### config.mk
export PLATFORM = sky130hd
export DESIGN_NAME = rx_idle_deleter
export DESIGN_NICKNAME = d
export VERILOG_FILES = /design/src/rtl/rmx_pkg.sv /design/src/rtl/rmx_word_class.sv /design/src/rtl/rmx_del_decide.sv /design/src/rtl/rmx_compact.sv /design/src/rtl/rx_idle_deleter.sv
export SDC_FILE = /design/constraint.sdc
export NUM_CORES = 1
export LEC_CHECK = 0
export ABC_AREA = 1
export BUFFER_PORTS_ARGS = -buffer_cell sky130_fd_sc_hd__buf_2
export CAP_MARGIN = 20
export CORE_MARGIN = 4
export CORE_UTILIZATION = 44
export CTS_BUF_LIST = sky130_fd_sc_hd__clkbuf_8
export CTS_CLUSTER_SIZE = 20
export DETAILED_ROUTE_END_ITERATION = 7
export GPL_TIMING_DRIVEN = 0
export PLACE_DENSITY = 0.69
export SYNTH_ARGS = -nofsm -noshare
export SYNTH_HDL_FRONTEND = slang
export SYNTH_SLANG_ARGS = --single-unit
### constraint.sdc
create_clock -name clk -period 5.5 [get_ports clk]
set_clock_uncertainty 0.1 [all_clocks]
set_input_delay 0.275 -clock clk [delete_from_list [all_inputs] [get_ports clk]]
set_output_delay 0.275 -clock clk [all_outputs]
set_load 0.02 [all_outputs]
### src/rtl/rmx_pkg.sv
`timescale 1ns/1ps
package rmx_pkg;

  typedef enum logic [2:0] {
    WK_DATA  = 3'd0,
    WK_IDLE  = 3'd1,
    WK_OS    = 3'd2,
    WK_TERM  = 3'd3,
    WK_START = 3'd4
  } wkind_t;

  localparam logic [7:0] CODE_IDLE  = 8'h07;
  localparam logic [7:0] CODE_OS    = 8'h9C;
  localparam logic [7:0] CODE_TERM  = 8'hFD;
  localparam logic [7:0] CODE_START = 8'hFB;

endpackage

### src/rtl/rmx_word_class.sv
`timescale 1ns/1ps
module rmx_word_class #(
  parameter int LANES = 2
) (
  input  logic [LANES*8-1:0] lead_byte,
  input  logic [LANES-1:0]   lead_ctl,
  output rmx_pkg::wkind_t    kind [LANES]
);
  import rmx_pkg::*;

  for (genvar g = 0; g < LANES; g++) begin : g_lane
    logic [7:0] b;
    assign b = lead_byte[g*8 +: 8];
    always_comb begin
      kind[g] = WK_DATA;
      if (lead_ctl[g]) begin
        unique case (b)
          CODE_IDLE:  kind[g] = WK_IDLE;
          CODE_OS:    kind[g] = WK_OS;
          CODE_TERM:  kind[g] = WK_TERM;
          CODE_START: kind[g] = WK_START;
          default:    kind[g] = WK_DATA;
        endcase
      end
    end
  end

endmodule

### src/rtl/rmx_del_decide.sv
`timescale 1ns/1ps
module rmx_del_decide (
  input  logic            clk,
  input  logic            rst_n,
  input  logic            adv,
  input  logic            pfull,
  input  rmx_pkg::wkind_t kind_lo,
  input  rmx_pkg::wkind_t kind_hi,
  output logic            del_lo,
  output logic            del_hi
);
  import rmx_pkg::*;

  wkind_t prev_hi;

  always_ff @(posedge clk or negedge rst_n) begin
    if (!rst_n)   prev_hi <= WK_DATA;
    else if (adv) prev_hi <= kind_hi;
  end

  always_comb begin
    del_lo = pfull &&
             ((kind_lo == WK_IDLE && prev_hi != WK_TERM) ||
              (kind_lo == WK_OS   && prev_hi == WK_OS));
    del_hi = pfull &&
             ((kind_hi == WK_IDLE && kind_lo != WK_TERM) ||
              (kind_hi == WK_OS   && kind_lo == WK_OS));
  end

endmodule

### src/rtl/rmx_compact.sv
`timescale 1ns/1ps
module rmx_compact #(
  parameter int WW = 36
) (
  input  logic          clk,
  input  logic          rst_n,
  input  logic          adv,
  input  logic          keep_lo,
  input  logic          keep_hi,
  input  logic [WW-1:0] w_lo,
  input  logic [WW-1:0] w_hi,
  input  logic          out_ready,
  output logic          out_valid,
  output logic [WW-1:0] out_lo,
  output logic [WW-1:0] out_hi,
  output logic          out_mark
);

  logic          carry_v;
  logic [WW-1:0] carry_w;
  logic          pend;

  logic [1:0]    n_keep;
  logic [1:0]    total;
  logic [WW-1:0] s0, c0, c1;

  always_comb begin
    n_keep = {1'b0, keep_lo} + {1'b0, keep_hi};
    total  = n_keep + {1'b0, carry_v};
    s0     = keep_lo ? w_lo : w_hi;
    c0     = carry_v ? carry_w : s0;
    c1     = carry_v ? s0 : w_hi;
  end

  always_ff @(posedge clk or negedge rst_n) begin
    if (!rst_n) begin
      carry_v   <= 1'b0;
      carry_w   <= '0;
      pend      <= 1'b0;
      out_valid <= 1'b0;
      out_lo    <= '0;
      out_hi    <= '0;
      out_mark  <= 1'b0;
    end else if (adv) begin
      if (total >= 2'd2) begin
        out_valid <= 1'b1;
        out_lo    <= c0;
        out_hi    <= c1;
        out_mark  <= pend;
        pend      <= 1'b0;
        carry_v   <= (total == 2'd3);
        carry_w   <= w_hi;
      end else begin
        out_valid <= 1'b0;
        pend      <= 1'b1;
        carry_v   <= (total == 2'd1);
        carry_w   <= c0;
      end
    end else if (out_ready) begin
      out_valid <= 1'b0;
    end
  end

endmodule

### src/rtl/rx_idle_deleter.sv
`timescale 1ns/1ps
module rx_idle_deleter #(
  parameter int DW = 32
) (
  input  logic            clk,
  input  logic            rst_n,
  input  logic            i_valid,
  output logic            i_ready,
  input  logic [DW-1:0]   i_lo_data,
  input  logic [DW/8-1:0] i_lo_ctl,
  input  logic [DW-1:0]   i_hi_data,
  input  logic [DW/8-1:0] i_hi_ctl,
  input  logic            i_pfull,
  output logic            o_valid,
  input  logic            o_ready,
  output logic [DW-1:0]   o_lo_data,
  output logic [DW-1:0]   o_hi_data,
  output logic [2*(DW/8):0] o_ctl,
  output logic            o_del
);
  import rmx_pkg::*;

  localparam int CW = DW / 8;
  localparam int WW = DW + CW;

  logic          adv;
  logic          del_lo, del_hi;
  wkind_t        kinds [2];
  wkind_t        kind_lo, kind_hi;
  logic [WW-1:0] out_lo, out_hi;
  logic          mark;

  assign i_ready = !o_valid || o_ready;
  assign adv     = i_valid && i_ready;

  rmx_word_class #(.LANES(2)) u_class (
    .lead_byte ({i_hi_data[7:0], i_lo_data[7:0]}),
    .lead_ctl  ({i_hi_ctl[0], i_lo_ctl[0]}),
    .kind      (kinds)
  );

  assign kind_lo = kinds[0];
  assign kind_hi = kinds[1];

  rmx_del_decide u_decide (
    .clk     (clk),
    .rst_n   (rst_n),
    .adv     (adv),
    .pfull   (i_pfull),
    .kind_lo (kind_lo),
    .kind_hi (kind_hi),
    .del_lo  (del_lo),
    .del_hi  (del_hi)
  );

  rmx_compact #(.WW(WW)) u_compact (
    .clk       (clk),
    .rst_n     (rst_n),
    .adv       (adv),
    .keep_lo   (!del_lo),
    .keep_hi   (!del_hi),
    .w_lo      ({i_lo_ctl, i_lo_data}),
    .w_hi      ({i_hi_ctl, i_hi_data}),
    .out_ready (o_ready),
    .out_valid (o_valid),
    .out_lo    (out_lo),
    .out_hi    (out_hi),
    .out_mark  (mark)
  );

  assign o_lo_data = out_lo[DW-1:0];
  assign o_hi_data = out_hi[DW-1:0];
  assign o_ctl     = {mark, out_hi[WW-1:DW], out_lo[WW-1:DW]};

  always_ff @(posedge clk or negedge rst_n) begin
    if (!rst_n) o_del <= 1'b0;
    else        o_del <= adv && (del_lo || del_hi);
  end

endmodule

# Word-level counts from Yosys, hierarchy flattened
# Index checks and enable logic that the tools add are counted.
[totals] regBits=116 latch_bits=0 ram_bits=0 rom_bits=0 inputBits=77 output_inout_bits=76 wordCells=59 n_memories=0
[op_classes] n_addsub=2 multipliers=0 n_div=0 order_cmp=1 n_eq_ne=17 n_shift=0 muxes=13 bitwise=0 reduce_logical=17
[ops] op="2-to-1 mux 36 bit" n=4
[ops] op="equality test 8 bit, second input constant" n=6
[ops] op="one-hot mux 3 bit (4 select lines)" n=2
[ops] op="equality test 8 x 3 -> 1 bit, second input constant" n=2
[ops] op="equality test 3 x 2 -> 1 bit, second input constant" n=3
[ops] op="logical AND 1 bit" n=8
[ops] op="equality test 3 x 1 -> 1 bit, second input constant" n=2
[ops] op="2-to-1 mux 3 bit" n=2
[ops] op="!= test 3 x 2 -> 1 bit, second input constant" n=2
[ops] op="2-to-1 mux 1 bit" n=5
[ops] op="logical OR 1 bit" n=4
[ops] op="logical NOT 1 bit" n=3
[ops] op="adder 1 x 1 -> 2 bit" n=1
[ops] op="adder 2 x 1 -> 2 bit" n=1
[ops] op="equality test 2 x 1 -> 1 bit, second input constant" n=1
[ops] op="equality test 2 bit, second input constant" n=1
[ops] op=">= comparator 2 bit, second input constant" n=1
[ops] op="AND reduction 2 bit" n=1
[ops] op="nonzero test 2 bit" n=1

# Longest topological paths before layout
[depth] depth_word=13 depth_mapped=17 ltp_nobuf=15

# Modules after synthesis
# A second synthesis with hierarchy kept.
[unflattened] cells_unflattened=928 hier_area_um2=6533.8
[modules_own_cells] module="rmx_compact" n_inst=1 cells_each=827 area_per_inst_um2=6024.5 seq_area_each_um2=2802.7
[modules_own_cells] module="rmx_word_class" n_inst=1 cells_each=62 area_per_inst_um2=245.2 seq_area_each_um2=0.0
[modules_own_cells] module="rmx_del_decide" n_inst=1 cells_each=29 area_per_inst_um2=193.9 seq_area_each_um2=75.1
[modules_own_cells] module="rx_idle_deleter" n_inst=1 cells_each=10 area_per_inst_um2=70.1 seq_area_each_um2=25.0

# Worst setup path before layout
# OpenSTA, ideal clock, no wires.
[synth_timing] path_kind="input port to flip-flop" from="input port i_lo_data[7]" to="register u_compact.carry_w[18]" setup_ns=0.118 arrival_time_ns=2.362 required_time_ns=5.282 path_slack_ns=2.920 path_stages=16 path_buffers=2 path_cell_list="nand2_1 -> inv_1 -> nand2_2 -> nor2_4 -> nor2_2 -> nor2_1 -> nand3_1 -> o21ai_0 -> nand2_1 -> fa_1 -> nand2_1 -> clkbuf_1 -> clkbuf_1 -> o22ai_1 -> inv_1 -> nand2_1"
[synth_between] elab_chain_len=12 elab_cells_between_ends=25 classes_between="2 x add/sub; 1 x order compare; 7 x eq/ne; 5 x mux; 10 x reduce/logical"
[synth_rtl] item="start: declaration" line_no="rx_idle_deleter.sv:9" text="input logic [DW-1:0] i_lo_data,"
[synth_rtl] item="equality test 8 bit / equality test 8 x 3 -> 1 bit (equally long branches)" line_no="rmx_word_class.sv:17" text="unique case (b)"
[synth_rtl] item="one-hot mux 3 bit (4 select lines) *" line_no="rmx_word_class.sv:17"
[synth_rtl] item="2-to-1 mux 3 bit *" line_no="rmx_word_class.sv:16" text="if (lead_ctl[g]) begin"
[synth_rtl] item="equality test 3 x 1 -> 1 bit, or another cell as far along" line_no="rmx_del_decide.sv:23" text="((kind_lo == WK_IDLE && prev_hi != WK_TERM) ||"
[synth_rtl] item="logical AND 1 bit (on tied branches)"
[synth_rtl] item="logical OR 1 bit (on tied branches)" line_no="rmx_del_decide.sv:23, rmx_del_decide.sv:26"
[synth_rtl] item="logical AND 1 bit (on tied branches)" line_no="rmx_del_decide.sv:22, rmx_del_decide.sv:25"
[synth_rtl] item="logical NOT 1 bit (on tied branches)" line_no="rx_idle_deleter.sv:60, rx_idle_deleter.sv:61"
[synth_rtl] item="adder 1 x 1 -> 2 bit" line_no="rmx_compact.sv:28" text="n_keep = {1'b0, keep_lo} + {1'b0, keep_hi};"
[synth_rtl] item="adder 2 x 1 -> 2 bit" line_no="rmx_compact.sv:29" text="total = n_keep + {1'b0, carry_v};"
[synth_rtl] item=">= comparator 2 bit" line_no="rmx_compact.sv:45" text="if (total >= 2'd2) begin"
[synth_rtl] item="2-to-1 mux 36 bit *" line_no="rmx_compact.sv:45"
[synth_rtl] item="end signal: assignment" line_no="rmx_compact.sv:52" text="carry_w <= w_hi;"
[synth_rtl] item="end: declaration" line_no="rmx_compact.sv:20" text="logic [WW-1:0] carry_w;"
# Mark *: on every way between the ends. The rest lies on a longest branch, timed or not.
# A chain may end at the register's enable or synchronous reset.

# Worst setup path after layout
[layout_timing] from="register u_decide.prev_hi[2]" to="register u_compact.carry_w[0]"
[layout_between] elab_chain_len=9 elab_cells_between_ends=13 classes_between="2 x add/sub; 1 x order compare; 2 x eq/ne; 3 x mux; 5 x reduce/logical"
[layout_rtl] item="start: declaration" line_no="rmx_del_decide.sv:14" text="wkind_t prev_hi;"
[layout_rtl] item="start signal: assignment" line_no="rmx_del_decide.sv:18" text="else if (adv) prev_hi <= kind_hi;"
[layout_rtl] item="!= test 3 x 2 -> 1 bit / equality test 3 x 2 -> 1 bit (equally long branches)" line_no="rmx_del_decide.sv:23, rmx_del_decide.sv:24"
[layout_rtl] item="logical AND 1 bit (on tied branches)" line_no="rmx_del_decide.sv:23, rmx_del_decide.sv:24"
[layout_rtl] item="logical OR 1 bit *" line_no="rmx_del_decide.sv:23"
[layout_rtl] item="logical AND 1 bit *" line_no="rmx_del_decide.sv:22" text="del_lo = pfull &&"
[layout_rtl] item="logical NOT 1 bit" line_no="rx_idle_deleter.sv:60" text=".keep_lo (!del_lo),"
[layout_rtl] item="adder 1 x 1 -> 2 bit" line_no="rmx_compact.sv:28"
[layout_rtl] item="adder 2 x 1 -> 2 bit" line_no="rmx_compact.sv:29"
[layout_rtl] item=">= comparator 2 bit" line_no="rmx_compact.sv:45"
[layout_rtl] item="2-to-1 mux 36 bit *" line_no="rmx_compact.sv:45"
# Marked as above.

==> flow_summary.ini <==
[yosys]
synth_area_leaders = dfrtp_1, nand2_1, nand3_1, nand3_2, inv_1
syn_area_per_cell_um2 = 7.491
synth_edf_count = 0
synth.top_cell.area_share_pct = 41.53
synth.distinct_cells = 29
synthFlopType = dfrtp_1
synth_common_cells = nand2_1, nand3_1, inv_1, dfrtp_1, nand3_2
yosys_warnings = 0
synth_nets = 1011
yosysTopAreaCell = dfrtp_1
synth-seq-cells = 116
yosysMostFrequentCell = nand2_1
async_reset_ff_share_pct = 100.0
syn_area_um2 = 6989
synth-seq-area-share_pct = 41.53
postSynthCellCount = 933

[placed_design]
dpl_cell_area_um2 = 8043
globalplace.congestion = 0.8776
post-dp-hpwl_um = 14850
place_ws_ns = 2.039
io_buffer_count = 151
place_inst = 1296

[timing]
worstMarginPinSlew_ns = 0.7725
slew_violations = 0
max_slew_margin_pct = 48.31
post-route-period-util_pct = 56.26
rsz0062_at_grt = no
min_period_ns = 3.094
finalWorstSetupSlack_ns = 2.406
hold_viol = 0
setup_viol = 0
tns_ns = 0
timing.hold.ws_ns = 0.01400
fmax_mhz = 323.2

[global_routing]
grt_pass1_vias = 6696
overflow = 0
grt_max_degree = 94
grtUsageTotal_pct = 23.59
grt_pass1_wl_um = 33540
grt_antenna_before_repair = 0

[power_and_ir_drop]
switchingPower_mw = 1.137
pwr-share-seq_pct = 36.4
netSwitchingFraction_pct = 37.08
clkPwrFrac_pct = 30.8
p_total_mw = 3.065
combPwrFrac_pct = 32.9
internal_power_mw = 1.928
p_per_area_nw_per_um2 = 359.5
p_leak_nw = 4.581
ir_worst_vdd_mv = 0.2435

[flow_run]
maxCapViolCount = 0

[detailed_routing]
drc = 0
viasPerCell = 5.162
first_iter_violations = 522
vias = 6865
routed_wl_um = 21050
wl_per_cell_um = 15.83
ant_nets = 0
first_pass_iters = 8

[floorplan]
num_rows = 45
design.core.area_um2 = 15370
initial_core_util_pct = 45.47
ios = 153
die_h_um = 134.0
die_w_um = 134.0
die_area_um2 = 17970

[clock_tree]
clock-sinks = 116
cts_htree_levels = 4
clkLatencyLatePin_ns = 0.45
cts_buffers = 17
cts_setup_buffers = 0
cts_root_buf = clkbuf_8
tritoncts = built
ctsResizeCount = 0
clock_tree.buffer_depth = 2
cts.clk_slew.worst_paths_ns = 0.08

[cells_and_area]
drive_gt1_share_pct = 26.21
finalNetCount = 1183
nFillCells = 1511
final_area_um2 = 8526
final_cells = 1330
area_growth_pct = 21.98
fin_util_pct = 55.47

[setup_path]
critical_path_class = reg2reg
cp.arrival_ns = 3.34
crit_path_end_kind = register
cp_data_required_time_ns = 5.75
critPathMaxFanout = 10
critPathLaunchType = register

[worst_hold_path]
worst_hold_path_type = in2reg

[run_status]
outcome = finished, final reports clean
-- what timing repair did --
action | CTS | global route
hold endpoints to repair | 116 | 0
hold buffers | 1 | 0
setup endpoints to repair | 0 | 0
-- layer usage --
metal / up-vias / part of all wire [%] / track usage, %
li1: 3328 / - / -
met1: 3212 / 44 / 31.81
met2: 284 / 47 / 37.82
met3: 41 / 7.4 / 5.026
met4: 0 / 2.1 / 8.371
met5: - / 0 / 0
-- flip-flops by register name, summed over array words and instances, names as in the netlist --
| name | count |
|---|---|
| u_compact.carry_v | 1 |
| u_compact.carry_w | 36 |
| u_compact.out_lo | 36 |
| u_compact.out_mark | 1 |
| o_del | 1 |
| u_compact.out_hi | 36 |
| u_compact.out_valid | 1 |
| u_decide.prev_hi | 3 |
| u_compact.pend | 1 |
-- path summary, 6_finish.rpt --
path / endpoint / start / slack (ns) / cells after the start
setup / recovery: u_compact.carry_w[0]$_DFFE_PN0P_ / u_decide.prev_hi[2]$_DFFE_PN0P_ / 2.41 / 11
hold / removal: u_compact.out_valid$_DFFE_PN0P_ / o_ready / 0.01 / 4
setup reg to reg: u_compact.carry_w[0]$_DFFE_PN0P_ / u_decide.prev_hi[2]$_DFFE_PN0P_ / 2.41 / 11
hold reg to reg: u_compact.out_hi[23]$_DFFE_PN0P_ / u_compact.out_hi[23]$_DFFE_PN0P_ / 0.38 / 2
max in group asynchronous: u_compact.carry_w[26]$_DFFE_PN0P_ / rst_n / 4.42 / 3
min in group asynchronous: o_del$_DFF_PN0_ / rst_n / 0.15 / 2
-- power by group through the flow --
stage	clock [mW]	combinational, mW	sequential [mW]
2_1_floorplan	0	0.474	1.29
3_3_place_gp	0	0.987	1.13
3_5_place_dp	0	1.00	1.13
6_report	0.943	1.01	1.11
4_1_cts	0.954	1.01	1.11
5_1_grt	0.987	1.11	1.14
-- cell type report --
cell class	instances	area, um2	area share, %
diodes	1	2.502	0.02935
plain buffers	53	297.8	3.493
clock buffers	21	289.0	3.390
clock inverters	11	181.4	2.128
inverters	125	469.2	5.503
multi-input cells	639	3319	38.93
flip-flops and latches	116	2903	34.05
well taps	211	264.0	3.097
repair buffers	153	799.5	9.378
-- worst max-delay path, cell delays in order, from the launching register on --
cell and delay [ns]:
dfrtp_1 0.39, nor2_1 0.25, nand3_1 0.12, o21ai_0 0.13, nand2_1 0.15, fa_1 0.49, nand2_1 0.15, clkbuf_1 0.39
clkbuf_1 0.51, o22ai_1 0.15, inv_1 0.09, nand2_1 0.06
-- cell families (layout without fill, tap and decap cells) --
logic type	after synthesis	in the layout	share of synthesized area, %
buffers and inverters	178	363	10.97
and+or+nand+nor	553	553	40.44
other	0	1	0
adders and majority gates	1	1	0.2864
DFF	116	116	41.53
AOI/OAI and AO/OA	85	85	6.767
-- layout by cell type, fill, tap and decap left out, types with 2 or more instances in the layout --
cell type,netlist,layout
a21oi_1,40,40
buf_1,7,7
buf_12,3,3
buf_2,7,157
buf_4,5,5
buf_6,3,4
bufinv_16,0,5
clkbuf_1,28,28
clkbuf_8,0,21
clkinvlp_4,0,2
dfrtp_1,116,116
inv_1,121,124
inv_2,4,4
nand2_1,307,307
nand2_2,8,8
nand2_4,26,26
nand3_1,128,128
nand3_2,50,50
nand4_1,3,3
nand4_2,2,2
nor2_1,19,19
nor2_2,2,2
nor3_1,5,5
o21ai_0,8,8
o22ai_1,34,34
Power figures use the tool's default switching activity.
